[src/rtl/berger_pkg.sv]
package berger_pkg;

  // Zero count of the low n bits of v.
  function automatic int zeros_of(input logic [31:0] v, input int n);
    int c;
    c = 0;
    for (int i = 0; i < n; i++) if (!v[i]) c++;
    return c;
  endfunction

  // Example machine: bit0 steps up, bit1 steps down, equal bits hold.
  function automatic int next_of(input int s, input int in, input int ns_w);
    int m;
    int up;
    int dn;
    m  = 1 << ns_w;
    up = in & 1;
    dn = (in >> 1) & 1;
    if (up == 1 && dn == 0) return (s + 1) % m;
    if (dn == 1 && up == 0) return (s + m - 1) % m;
    return s;
  endfunction

  // Full code word {check, nominal} for a state/input combination.
  function automatic logic [31:0] code_of(input int s, input int in, input int ns_w);
    int nx;
    logic [31:0] w;
    nx = next_of(s, in, ns_w);
    w  = 32'(zeros_of(32'(nx), ns_w)) << ns_w;
    w  = w | 32'(nx);
    return w;
  endfunction

endpackage

[src/rtl/berger_ns_logic.sv]
module berger_ns_logic #(
  parameter int NS_W = 2,
  parameter int IN_W = 2,
  parameter int CK_W = 2
) (
  input  logic [NS_W-1:0] ps_t,
  input  logic [NS_W-1:0] ps_c,
  input  logic [IN_W-1:0] in_t,
  input  logic [IN_W-1:0] in_c,
  output logic [NS_W-1:0] ns_nom,
  output logic [CK_W-1:0] ns_chk
);
  localparam int LW    = NS_W + IN_W;
  localparam int WW    = NS_W + CK_W;
  localparam int NCOMB = 1 << LW;
  localparam int NST   = 1 << NS_W;

  logic [LW-1:0] lit_t;
  logic [LW-1:0] lit_c;
  logic [WW-1:0] word;

  assign lit_t = {in_t, ps_t};
  assign lit_c = {in_c, ps_c};

  // Sum of products over true/complement rails only: no inverters inside.
  always_comb begin
    logic        mt;
    logic [31:0] cw;
    word = '0;
    for (int k = 0; k < NCOMB; k++) begin
      mt = 1'b1;
      for (int b = 0; b < LW; b++)
        mt = mt & ((((k >> b) & 1) == 1) ? lit_t[b] : lit_c[b]);
      cw = berger_pkg::code_of(k & (NST - 1), k >> NS_W, NS_W);
      for (int j = 0; j < WW; j++)
        if (cw[j]) word[j] = word[j] | mt;
    end
  end

  assign ns_nom = word[NS_W-1:0];
  assign ns_chk = word[WW-1:NS_W];
endmodule

[src/rtl/berger_zero_cnt.sv]
module berger_zero_cnt #(
  parameter int W  = 2,
  parameter int CW = 2
) (
  input  logic [W-1:0]  v,
  output logic [CW-1:0] cnt
);
  always_comb begin
    cnt = '0;
    for (int i = 0; i < W; i++) cnt = cnt + CW'(!v[i]);
  end
endmodule

[src/rtl/berger_rail_cmp.sv]
module berger_rail_cmp #(
  parameter int CW = 2
) (
  input  logic [CW-1:0] calc,
  input  logic [CW-1:0] recv,
  output logic [1:0]    pair
);
  // Bit i forms the pair (calc[i], ~recv[i]); valid when the rails differ.
  logic [CW-1:0] rx;
  logic [CW-1:0] ry;

  assign rx[0] = calc[0];
  assign ry[0] = ~recv[0];

  genvar i;
  generate
    for (i = 1; i < CW; i++) begin : g_cell
      logic bx;
      logic by;
      assign bx    = calc[i];
      assign by    = ~recv[i];
      assign rx[i] = (rx[i-1] & bx) | (ry[i-1] & by);
      assign ry[i] = (rx[i-1] & by) | (ry[i-1] & bx);
    end
  endgenerate

  assign pair = {rx[CW-1], ry[CW-1]};
endmodule

[src/rtl/berger_state_reg.sv]
module berger_state_reg #(
  parameter int               NS_W    = 2,
  parameter int               CK_W    = 2,
  parameter logic [NS_W-1:0]  RST_NOM = '0,
  parameter logic [CK_W-1:0]  RST_CHK = '0
) (
  input  logic            clk,
  input  logic            rst,
  input  logic [NS_W-1:0] d_nom,
  input  logic [CK_W-1:0] d_chk,
  input  logic [1:0]      rail_in,
  output logic [NS_W-1:0] q_nom,
  output logic [NS_W-1:0] qn_nom,
  output logic [CK_W-1:0] q_chk,
  output logic [1:0]      rail_q,
  output logic            flag
);
  always_ff @(posedge clk) begin
    if (rst) begin
      q_nom  <= RST_NOM;
      qn_nom <= ~RST_NOM;
      q_chk  <= RST_CHK;
      rail_q <= 2'b01;
      flag   <= 1'b0;
    end else begin
      q_nom  <= d_nom;
      qn_nom <= ~d_nom;
      q_chk  <= d_chk;
      rail_q <= rail_in;
      flag   <= flag | ~(rail_in[1] ^ rail_in[0]);
    end
  end

  AST_RST_LOAD: assert property (@(posedge clk)
    rst |=> (q_nom == RST_NOM && q_chk == RST_CHK && rail_q == 2'b01 && !flag));

  AST_FLAG_STICKY: assert property (@(posedge clk) disable iff (rst)
    flag |=> flag);

  AST_FLAG_ON_BAD: assert property (@(posedge clk) disable iff (rst)
    !(rail_q[1] ^ rail_q[0]) |-> flag);
endmodule

[src/rtl/berger_fsm.sv]
module berger_fsm #(
  parameter int              NS_W    = 2,
  parameter int              IN_W    = 2,
  parameter logic [NS_W-1:0] RST_NOM = '0
) (
  input  logic                             clk,
  input  logic                             rst,
  input  logic [IN_W-1:0]                  in_t,
  output logic [NS_W-1:0]                  state_nom,
  output logic [$clog2(NS_W+1)-1:0]        state_chk,
  output logic [1:0]                       err_rail,
  output logic                             err_flag
);
  localparam int              CK_W    = $clog2(NS_W + 1);
  localparam int              WW      = NS_W + CK_W;
  localparam logic [CK_W-1:0] RST_CHK = CK_W'(berger_pkg::zeros_of(32'(RST_NOM), NS_W));

  logic [NS_W-1:0] ps_c;
  logic [NS_W-1:0] nx_nom;
  logic [CK_W-1:0] nx_chk;
  logic [WW-1:0]   ns_word;
  logic [CK_W-1:0] calc_chk;
  logic [1:0]      pair;

  berger_ns_logic #(.NS_W(NS_W), .IN_W(IN_W), .CK_W(CK_W)) u_ns (
    .ps_t(state_nom), .ps_c(ps_c), .in_t(in_t), .in_c(~in_t),
    .ns_nom(nx_nom), .ns_chk(nx_chk)
  );

  // Single coded word feeding register and checker alike.
  assign ns_word = {nx_chk, nx_nom};

  berger_zero_cnt #(.W(NS_W), .CW(CK_W)) u_zc (
    .v(ns_word[NS_W-1:0]), .cnt(calc_chk)
  );

  berger_rail_cmp #(.CW(CK_W)) u_cmp (
    .calc(calc_chk), .recv(ns_word[WW-1:NS_W]), .pair(pair)
  );

  berger_state_reg #(.NS_W(NS_W), .CK_W(CK_W), .RST_NOM(RST_NOM), .RST_CHK(RST_CHK)) u_reg (
    .clk(clk), .rst(rst),
    .d_nom(ns_word[NS_W-1:0]), .d_chk(ns_word[WW-1:NS_W]), .rail_in(pair),
    .q_nom(state_nom), .qn_nom(ps_c), .q_chk(state_chk),
    .rail_q(err_rail), .flag(err_flag)
  );

  AST_GOOD_RAIL_CODEWORD: assert property (@(posedge clk) disable iff (rst)
    (err_rail[1] ^ err_rail[0]) |->
      (int'(state_chk) == berger_pkg::zeros_of(32'(state_nom), NS_W)));
endmodule

[config.mk]
export PLATFORM = sky130hd
export DESIGN_NAME = berger_fsm
export DESIGN_NICKNAME = d
export VERILOG_FILES = /design/src/rtl/berger_pkg.sv /design/src/rtl/berger_ns_logic.sv /design/src/rtl/berger_zero_cnt.sv /design/src/rtl/berger_rail_cmp.sv /design/src/rtl/berger_state_reg.sv /design/src/rtl/berger_fsm.sv
export SDC_FILE = /design/constraint.sdc
export NUM_CORES = 1
export LEC_CHECK = 0
export BUFFER_PORTS_ARGS = -buffer_cell sky130_fd_sc_hd__clkbuf_2
export CAP_MARGIN = 20
export CORE_AREA = 2 2 39 41
export CTS_CLUSTER_DIAMETER = 120
export CTS_CLUSTER_SIZE = 30
export DETAILED_ROUTE_END_ITERATION = 6
export DIE_AREA = 0 0 41 43
export HOLD_SLACK_MARGIN = 0.02
export PLACE_DENSITY_LB_ADDON = 0.15
export SYNTH_ARGS = -nofsm -noshare
export SYNTH_HDL_FRONTEND = slang
export SYNTH_SLANG_ARGS = --single-unit
[constraint.sdc]
create_clock -name clk -period 5.16 [get_ports clk]
set_input_delay 0.516 -clock clk [delete_from_list [all_inputs] [get_ports clk]]
set_output_delay 0.516 -clock clk [all_outputs]
set_load 0.02 [all_outputs]
==> results of run 1 <==
synthesized netlist by cell type:
cell type,n,area (µm²)
sky130_fd_sc_hd__dfxtp_1,9,180
sky130_fd_sc_hd__nor2_1,6,22.5
sky130_fd_sc_hd__inv_1,5,18.8
sky130_fd_sc_hd__mux2i_1,3,30.0
sky130_fd_sc_hd__nor2b_1,3,18.8
sky130_fd_sc_hd__a21oi_1,2,10.0
sky130_fd_sc_hd__a32oi_1,2,17.5
sky130_fd_sc_hd__nand2_1,2,7.51
sky130_fd_sc_hd__a211o_1,1,8.76
sky130_fd_sc_hd__a221o_1,1,10.0
sky130_fd_sc_hd__a22o_1,1,8.76
sky130_fd_sc_hd__a41oi_1,1,8.76
sky130_fd_sc_hd__and2_4,1,8.76
sky130_fd_sc_hd__and2b_2,1,8.76
sky130_fd_sc_hd__buf_2,1,5.00
sky130_fd_sc_hd__buf_4,1,7.51
sky130_fd_sc_hd__clkbuf_1,1,3.75
sky130_fd_sc_hd__ha_1,1,12.5
sky130_fd_sc_hd__nand4_1,1,6.26
sky130_fd_sc_hd__nand4b_1,1,8.76
sky130_fd_sc_hd__nor3_1,1,5.00
sky130_fd_sc_hd__o221ai_2,1,15.0
sky130_fd_sc_hd__o22ai_1,1,6.26
sky130_fd_sc_hd__o311a_1,1,10.0
sky130_fd_sc_hd__o311ai_1,1,8.76
sky130_fd_sc_hd__or2_2,1,6.26
sky130_fd_sc_hd__xnor2_1,1,8.76
cell type report:
class | instances | area share
Clock buffer | 4 | 0.0484
Inverter | 5 | 0.0346
Multi-Input combinational cell | 34 | 0.456
Sequential cell | 9 | 0.332
Tap cell | 16 | 0.0369
Timing Repair Buffer | 10 | 0.0922
power by group:
group / leakage, µW / total, µW / internal, µW / switching, µW
combinational: 0.000159 / 87.2 / 38.0 / 49.2
clock: 0.0000150 / 51.9 / 29.6 / 22.3
sequential: 0.0000750 / 95.8 / 84.5 / 11.4
metal layers:
metal,routed length (µm),part of all wire,vias up,GRT usage
li1,-,-,205,-
met1,437,0.50,175,0.170
met2,373,0.42,10,0.147
met3,70,0.079,0,0.0838
met4,0,0,0,0.0200
met5,0,0,-,0
stage by stage:
stage | area, µm² | hold slack (ps) | instances | utilization | setup WS, ps
floorplan | 463 | 592 | 51 | - | 3210
global placement | 517 | 599 | 74 | 0.373 | 3080
detailed placement | 517 | 585 | 74 | 0.373 | 3060
CTS | 543 | 565 | 78 | 0.392 | 3330
global route | 543 | 588 | 78 | 0.392 | 3190
finish | 543 | 571 | 78 | 0.392 | 3320
sequential cells by signal (all words and copies together), names as in the netlist:
signal        cells
u_reg.qn_nom      2
u_reg.q_chk       2
u_reg.q_nom       2
u_reg.rail_q      2
u_reg.flag        1
placed cells by master, fill, tap and decap left out:
cell and instances:
sky130_fd_sc_hd__clkbuf_2 10, sky130_fd_sc_hd__dfxtp_1 9, sky130_fd_sc_hd__nor2_1 6, sky130_fd_sc_hd__inv_1 5
sky130_fd_sc_hd__mux2i_1 3, sky130_fd_sc_hd__nor2b_1 3, sky130_fd_sc_hd__clkbuf_4 3, sky130_fd_sc_hd__a32oi_1 2
sky130_fd_sc_hd__a21oi_1 2, sky130_fd_sc_hd__nand2_1 2, sky130_fd_sc_hd__and2b_2 1, sky130_fd_sc_hd__a22o_1 1
sky130_fd_sc_hd__o22ai_1 1, sky130_fd_sc_hd__xnor2_1 1, sky130_fd_sc_hd__a211o_1 1, sky130_fd_sc_hd__o221ai_2 1
sky130_fd_sc_hd__and2_4 1, sky130_fd_sc_hd__nand4_1 1, sky130_fd_sc_hd__nand4b_1 1, sky130_fd_sc_hd__o311a_1 1
sky130_fd_sc_hd__a221o_1 1, sky130_fd_sc_hd__a41oi_1 1, sky130_fd_sc_hd__o311ai_1 1, sky130_fd_sc_hd__or2_2 1
sky130_fd_sc_hd__nor3_1 1, sky130_fd_sc_hd__ha_1 1, sky130_fd_sc_hd__clkbuf_1 1
logic make-up after synthesis:
logic type               synth area share
flip-flops                          0.389
buffers and inverters              0.0757
multiplexers                       0.0649
adder cells (fa/ha/maj)            0.0270
AND/OR/NAND/NOR                     0.200
XOR/XNOR                           0.0189
AO/OA/AOI/OAI                       0.224
path summary, 6_finish.rpt:
check / from / end / slack, ps / depth (start not counted)
max reg2reg: u_reg.q_nom[0] / u_reg.rail_q[0] / 3390 / 5
max: in_t[1] / u_reg.rail_q[0] / 3320 / 6
min: rst / u_reg.q_chk[0] / 570 / 2
min reg2reg: u_reg.flag / u_reg.flag / 590 / 3
==> implementation parameters, run 1 <==
Parameter                              Value

Synth
  Register bit total from synthesis    9
  Avg Inst Size Synth    9.08 µm²
  Post-synth cell types    27
  Mapped Nets    56
  Portion of the post-synthesis area used by sequential elements    0.389
  Number of standard cells after synthesis    51
  Synth Cell Area    463 µm²
  Syn. warnings    0

Layout
  Ant. Diodes    0
  Filler Cells Inserted    148
  Number of nets at the end of the flow    68
  Total area of sequential cells    180 µm²
  Area Overhead vs Synth    17.3%
  Multi-input combinational cell area    248 µm²
  Ratio of cells with drive above 1 in the final layout    0.274

Clock tree
  Hold_buf cts    0
  Clock tree from TritonCTS    done
  Max Buffers Root-to-Sink    2
  Insertion delay of the later-clocked pin in the worst-skew pair    250 ps
  Clock-pin slew of the registers on the worst-case setup and hold paths    60 ps
  TritonCTS buffer count    3
  H-Tree Depth    1
  Number of gates resized after cts    0
  Buffer count from post-CTS setup fixing    0
  Clock sinks    9
  Clock root buffer    sky130_fd_sc_hd__clkbuf_4

Critical path
  Crit Path Category    primary input to flip-flop
  Crit Path Max Fanout    9
  Crit path cell chain    clkbuf_2, and2b_2, a22o_1, a21oi_1, ha_1, a221o_1
  Required time worst endpoint    5300 ps
  Slowest cell delay on critical path    320 ps
  Element type at the critical path start    primary input
  CP delay by family, top    compound AO/OA/AOI/OAI gates
  Crit path DAT    1980 ps
  Sum of buffers and inverters on the critical path    1
  Critical path's slowest cell    sky130_fd_sc_hd__a221o_1
  Setup crit end kind    flip-flop

Min path
  Path type of the worst min-delay path    primary input to flip-flop

Routing
  Routed length per placed instance    11.3 µm
  Detailed Route Iter0 Violations    6
  Post-DR vias/cell    5.00
  Total via count in the routed design    390
  Total routed wirelength    881 µm
  DRC violation count after routing    0
  Final ANT Viol Nets    0
  Detailed-router iteration count before antenna repair    3

Floorplan
  Die extent in y    43 µm
  Placeable core area    1380 µm²
  Number of standard-cell rows in the floorplan    14
  Die boundary width    41 µm
  Die Outline Area    1760 µm²
  Number of top-level pins    11
  Starting density of the core    0.335

Timing
  Fin crit share    0.356
  Actual slew at the worst max-slew pin    282 ps
  Accumulated negative setup slack    0 ps
  Period minus WS final    1840 ps
  Max Clock Freq    0.544 GHz
  Hold violation total from the final report    0
  Setup violators final    0
  Setup repair after global routing missed its margin    false
  Post-Route Skew    2.30 ps
  Worst slew slack as a fraction of its limit    0.812
  Fin. max-slew vios    0

Placement
  Global placement routability congestion    0.689
  Count of input and output buffers    10
  Sum of net half-perimeters after detailed placement    670 µm

Pwr
  Total power divided by cell area    433 nW/µm²
  Tot Pwr    235 µW
  IR drop worst, VDD    0.188 mV
  Static Leakage    0.000249 µW

Global route
  Initial antenna violation count    0
  Global-route wire length before repair    1400 µm
  Pin count of the biggest net entering global routing    12
  Global-route congestion overflow total    0
  Total GRT Usage    0.119
  Vias in the first global route    322

Outcome
  Run status    completed

Run
  # Max-Cap Violations    0
No activity file was read; power rests on OpenSTA's default activity.
==> inputs of run 2 (changes only) <==
clock period = 1.8 ns   (was 5.16 ns; I/O delays follow)
==> run 2 against run 1 <==
Net effect:
- clock power rose to 2.9 times the previous value
- sequential power rose to 2.8 times the previous value
- highest routed layer is now met4
- wire length rose by 5.1%
- register-to-register slack got worse by 3300 ps
- final cell count rose by 5.1%
- via count rose by 7.2%
==> implementation parameters, run 2 (synthesized netlist as in run 1, its figures left out) <==
Parameter                              Value

Timing
  Setup violators final    0 (unchanged)
  Max Clock Freq    0.602 GHz
  Accumulated negative setup slack    0 ps (unchanged)
  Worst hold margin    228 ps (-343 ps)
  Worst slew slack as a fraction of its limit    0.838 (+0.0265)
  Setup repair after global routing missed its margin    false
  Post-Route Skew    2.82 ps (+0.514 ps)
  Hold violation total from the final report    0 (unchanged)
  Actual slew at the worst max-slew pin    239 ps (-43.2 ps)
  Period minus WS final    1660 ps
  Fin. max-slew vios    0 (unchanged)
  Fin crit share    0.923

Critical path
  Required time worst endpoint    1950 ps (-3350 ps)
  Crit Path Max Fanout    6 (-3)
  Setup crit end kind    flip-flop
  Element type at the critical path start    flip-flop
  Crit path cell chain    and2b_2, a22o_1, a21oi_1, ha_1, a221o_1
  Total stage count of the critical path    5 (-1)
  Crit Path Category    flip-flop to flip-flop
  Worst Reg-to-Reg Cells    5 (unchanged)
  Crit path DAT    1810 ps (-170 ps)
  R2R Setup Slk    140 ps (-3250 ps)
  Sum of buffers and inverters on the critical path    0 (-1)
  Slowest cell delay on critical path    350 ps (+30 ps)
  CP delay by family, top    compound AO/OA/AOI/OAI gates
  Critical path's slowest cell    sky130_fd_sc_hd__dfxtp_1

Placement
  Count of input and output buffers    10 (unchanged)
  Number of placed instances, taps included    78 (+5.4%)
  Global placement routability congestion    0.705 (+2.3%)
  Sum of net half-perimeters after detailed placement    690 µm (+3.0%)
  Area post-placement    547 µm² (+5.8%)

Global route
  Met3 usage    0.0314 (-0.0524)
  Most used routing layer    met2
  Initial antenna violation count    0 (unchanged)
  Global-route met2 utilization    0.178 (+0.0313)
  Met1 track demand over resource    0.177 (+0.00711)
  Global-route wire length before repair    1570 µm (+12%)
  Pin count of the biggest net entering global routing    12 (unchanged)
  Total GRT Usage    0.142 (+0.0234)
  Global-route congestion overflow total    0 (unchanged)
  Vias in the first global route    379 (+18%)

Clock tree
  Hold_buf cts    0 (unchanged)
  Insertion delay of the later-clocked pin in the worst-skew pair    260 ps (about the same)
  TritonCTS buffer count    3 (unchanged)
  Clock-pin slew of the registers on the worst-case setup and hold paths    60 ps (about the same)
  Clock tree from TritonCTS    done
  Clock sinks    9 (unchanged)
  Max Buffers Root-to-Sink    2 (unchanged)
  H-Tree Depth    1 (unchanged)
  Clock root buffer    sky130_fd_sc_hd__clkbuf_4

Outcome
  Run status    completed

Floorplan
  Die extent in y    43 µm (unchanged)
  Number of standard-cell rows in the floorplan    14 (unchanged)
  Die boundary width    41 µm (unchanged)
  Die Outline Area    1760 µm² (unchanged)
  Starting density of the core    0.335 (unchanged)
  Number of top-level pins    11 (unchanged)
  Placeable core area    1380 µm² (unchanged)

Routing
  Routed length per placed instance    11.3 µm (about the same)
  Final ANT Viol Nets    0 (unchanged)
  Total via count in the routed design    418 (+7.2%)
  Detailed-router iteration count before antenna repair    4 (+1)
  DRC violation count after routing    0 (unchanged)
  Post-DR vias/cell    5.10 (+2.0%)
  Detailed Route Iter0 Violations    2 (-4)
  Total routed wirelength    926 µm (+5.1%)

Pwr
  IR drop worst, VDD    0.450 mV (+140%)
  Static Leakage    0.000269 µW (+8.0%)
  Total power divided by cell area    1210 nW/µm² (+180%)

Layout
  Fin util    0.420 (+0.0271)
  Ratio of cells with drive above 1 in the final layout    0.333 (+0.0591)
  Ant. Diodes    0 (unchanged)
  Most frequent cells in the layout    sky130_fd_sc_hd__clkbuf_2, sky130_fd_sc_hd__dfxtp_1, sky130_fd_sc_hd__nor2_1
  Number of nets at the end of the flow    72 (+5.9%)
  Non-Filler Cell Area, Final    581 µm² (+6.9%)
  Layout Cells excl Fill    82 (+5.1%)
  Area Overhead vs Synth    25.4%
  Most common library cell in the layout ignoring fill and taps    sky130_fd_sc_hd__clkbuf_2

Min path
  Path type of the worst min-delay path    primary input to flip-flop
  Hold Path Depth    2 (unchanged)

Run
  # Max-Cap Violations    0 (unchanged)
## run 2: cell count changes in the layout (fill, tap and decap cells not counted), sizes merged
| cell | change |
|---|---|
| buf | +4 |
## run 2: layout make-up
| type | count | area (µm²) |
|---|---|---|
| timing repair buffer | 14 | 80.1 |
| inverter | 5 | 18.8 |
| tap | 16 | 20.0 |
| sequential | 9 | 180 |
| fill | 140 | 803 |
| multi-input combinational | 34 | 255 |
| clock buffer | 4 | 26.3 |
## run 2: path summary, 6_finish.rpt
check                 start               to
max reg2reg  u_reg.q_nom[0]  u_reg.rail_q[0]
min reg2reg      u_reg.flag       u_reg.flag
min                     rst   u_reg.q_nom[1]
max          u_reg.q_nom[0]  u_reg.rail_q[0]
## run 2: layer usage
metal,share of wire,up-vias
met2,0.44,10
met4,0.048,0
met3,0.048,5
li1,-,213
met5,0,-
met1,0.46,190
## run 2: repair_timing
item                       in CTS  in global routing
setup endpoints to repair       0                  1
buffers inserted                0                  0
gates resized for setup         0                  1
## run 2: worst register-to-register path: cells and delay by family (launching register included)
kind | cells | cell delay (ps)
AND/OR/NAND/NOR | 1 | 220
flip-flops | 1 | 350
adder cells (fa/ha/maj) | 1 | 300
AO/OA/AOI/OAI | 3 | 670
## run 2: through the flow
| step | worst slack (ps) | power, µW |
|---|---|---|
| final | 138 | 702 |
| after global routing | 27.8 | 757 |
| after CTS | 142 | 704 |
| after detailed placement | 120 | 546 |
| after global placement | 133 | 548 |
| after floorplan | 57.5 | 467 |
## run 2: power breakdown
group / internal, µW / leakage (µW) / switching (µW)
sequential: 242 / 0.0000750 / 30.7
clock: 85.2 / 0.0000150 / 67.6
combinational: 125 / 0.000179 / 152
==> inputs of run 3 (changes only) <==
GPL_TIMING_DRIVEN = 0   (was unset)
==> run 3 against run 2 <==
Net effect:
- highest routed layer unchanged
- final cell count shrank 3.7%
- count of clock-buffer cells in the layout is the same
- critical path type unchanged
- hold slack gained 74 ps
- critical endpoint unchanged
- critical path depth is the same
- wire length shrank 5.0%
- via count shrank 6.0%
- global-route usage shrank 1.3 points
- setup slack lost 27 ps
==> implementation parameters, run 3 (synthesized netlist as in run 1, its figures left out) <==
Parameter                              Value

Timing
  Hold violation total from the final report    0 (unchanged)
  Max Clock Freq    0.592 GHz (-1.6%)
  Fin crit share    0.938 (+0.0149)
  Post-Route Skew    1.71 ps (-1.11 ps)
  Fin. max-slew vios    0 (unchanged)
  Worst slew slack as a fraction of its limit    0.737 (-0.101)
  Setup repair after global routing missed its margin    false
  Period minus WS final    1690 ps (+26.8 ps)
  Worst hold margin    303 ps (+74.4 ps)
  Setup violators final    0 (unchanged)
  Actual slew at the worst max-slew pin    395 ps (+156 ps)

Layout
  Ant. Diodes    0 (unchanged)
  Fin util    0.401 (-0.0190)
  Number of nets at the end of the flow    69 (-4.2%)
  Area Overhead vs Synth    19.7%
  Most frequent cells in the layout    sky130_fd_sc_hd__clkbuf_2, sky130_fd_sc_hd__dfxtp_1, sky130_fd_sc_hd__nor2_1
  Non-Filler Cell Area, Final    554 µm² (-4.5%)
  Ratio of cells with drive above 1 in the final layout    0.302 (-0.0317)

Routing
  DRC violation count after routing    0 (unchanged)
  Total via count in the routed design    393 (-6.0%)
  Routed length per placed instance    11.1 µm (-1.4%)
  Detailed Route Iter0 Violations    5 (+3)
  Detailed-router iteration count before antenna repair    3 (-1)
  Final ANT Viol Nets    0 (unchanged)
  Total routed wirelength    880 µm (-5.0%)
  Post-DR vias/cell    4.97 (-2.4%)

Pwr
  IR drop worst, VDD    0.542 mV (+20%)
  Static Leakage    0.000251 µW (-6.5%)
  Combinational cell fraction of total power    0.378 (-0.016)
  Switching power as a share of total power    0.356 (about the same)
  Relative contribution of sequential cells to total power    0.404 (+0.015)
  P_sw    243 µW (-2.8%)
  Power Internal    440 µW (-2.8%)
  Total power divided by cell area    1230 nW/µm² (+1.8%)
  Share of total power in the clock network    0.219 (about the same)

Clock tree
  Clock sinks    9 (unchanged)
  TritonCTS buffer count    3 (unchanged)
  Hold_buf cts    0 (unchanged)
  Max Buffers Root-to-Sink    2 (unchanged)
  H-Tree Depth    1 (unchanged)
  Clock root buffer    sky130_fd_sc_hd__clkbuf_4
  Number of gates resized after cts    1 (+1)
  Insertion delay of the later-clocked pin in the worst-skew pair    250 ps (about the same)
  Buffer count from post-CTS setup fixing    0 (unchanged)
  Clock tree from TritonCTS    done
  Clock-pin slew of the registers on the worst-case setup and hold paths    60 ps (about the same)

Critical path
  Critical path's slowest cell    sky130_fd_sc_hd__dfxtp_2
  Required time worst endpoint    1940 ps (about the same)
  Crit path DAT    1830 ps (+20 ps)
  Crit path cell chain    and2b_2, a22o_1, a21oi_2, ha_1, a221o_1
  R2R Setup Slk    110 ps (-30 ps)
  Crit. Startpoint    u_reg.q_nom[0]
  Slowest cell delay on critical path    360 ps (about the same)
  Worst reg2reg path startpoint    u_reg.q_nom[0]
  Worst Reg-to-Reg Cells    5 (unchanged)
  CP endpoint    u_reg.rail_q[0]
  Capture point of the worst reg-to-reg path    u_reg.rail_q[0]
  Crit Path Category    flip-flop to flip-flop
  Element type at the critical path start    flip-flop
  Setup crit end kind    flip-flop
  Crit Path Max Fanout    8 (+2)

Global route
  Initial antenna violation count    0 (unchanged)
  Vias in the first global route    353 (-6.9%)
  Total GRT Usage    0.129 (-0.0133)
  Pin count of the biggest net entering global routing    11 (-1)
  Global-route wire length before repair    1500 µm (-4.4%)
  Global-route congestion overflow total    0 (unchanged)

Floorplan
  Placeable core area    1380 µm² (unchanged)
  Number of top-level pins    11 (unchanged)
  Die extent in y    43 µm (unchanged)
  Starting density of the core    0.335 (unchanged)
  Die Outline Area    1760 µm² (unchanged)
  Die boundary width    41 µm (unchanged)
  Number of standard-cell rows in the floorplan    14 (unchanged)

Min path
  Path type of the worst min-delay path    primary input to flip-flop
  Hold Path Depth    4 (+2)

Placement
  Global placement routability congestion    0.704 (about the same)
  Sum of net half-perimeters after detailed placement    639 µm (-7.3%)
  Count of input and output buffers    8 (-2)
  Area post-placement    523 µm² (-4.3%)

Outcome
  Run status    completed

Run
  # Max-Cap Violations    0 (unchanged)
## run 3: changes by cell type in the layout (fill, tap and decap cells not counted), sizes merged
cell,previous run,this run
buf,4,2
clkbuf,14,13
## run 3: how the worst min path moves through the flow
stage,startpoint,endpoint
after global routing,in_t[0],u_reg.q_nom[1]
final,rst,u_reg.flag
after detailed placement,rst,u_reg.flag
after floorplan,rst,u_reg.flag
after CTS,rst,u_reg.flag
after global placement,rst,u_reg.flag
## run 3: routing by layer
layer	up-vias	part of all wire	routed length [µm]	global-route usage
met5	-	0	0	0
met4	0	0.010	9	0.100
met3	2	0.049	43	0.0314
met2	9	0.41	365	0.153
met1	175	0.52	461	0.190
li1	207	-	-	-
## run 3: metrics by stage
stage	total power (µW)	setup TNS, ps	worst slack (ps)	std cells
floorplan	467	0	57.5	51
global placement	531	-5.06	-5.06	75
detailed placement	533	0	9.51	75
CTS	690	0	47.9	79
global route	745	0	34.0	79
finish	683	0	112	79
## run 3: final cells by class
cell class                 instances  area (µm²)
fill                             162         830
multi-input combinational         34         251
sequential                         9         181
timing repair buffer               8        40.0
clock buffer                       4        26.3
tap                               16        20.0
inverter                           5        18.8
buffer                             3        16.3
## run 3: power groups by stage
stage          registers [µW]  logic [µW]  clock network [µW]
2_1_floorplan             319         148                   0
3_3_place_gp              279         252                   0
3_5_place_dp              279         254                   0
4_1_cts                   275         258                 157
5_1_grt                   282         289                 174
6_report                  275         258                 149
## run 3: critical path, delay by kind of cell, from the launching register on
family                   cells  cell delay, ps
AND/OR/NAND/NOR              1             220
AO/OA/AOI/OAI                3             700
adder cells (fa/ha/maj)      1             290
flip-flops                   1             360
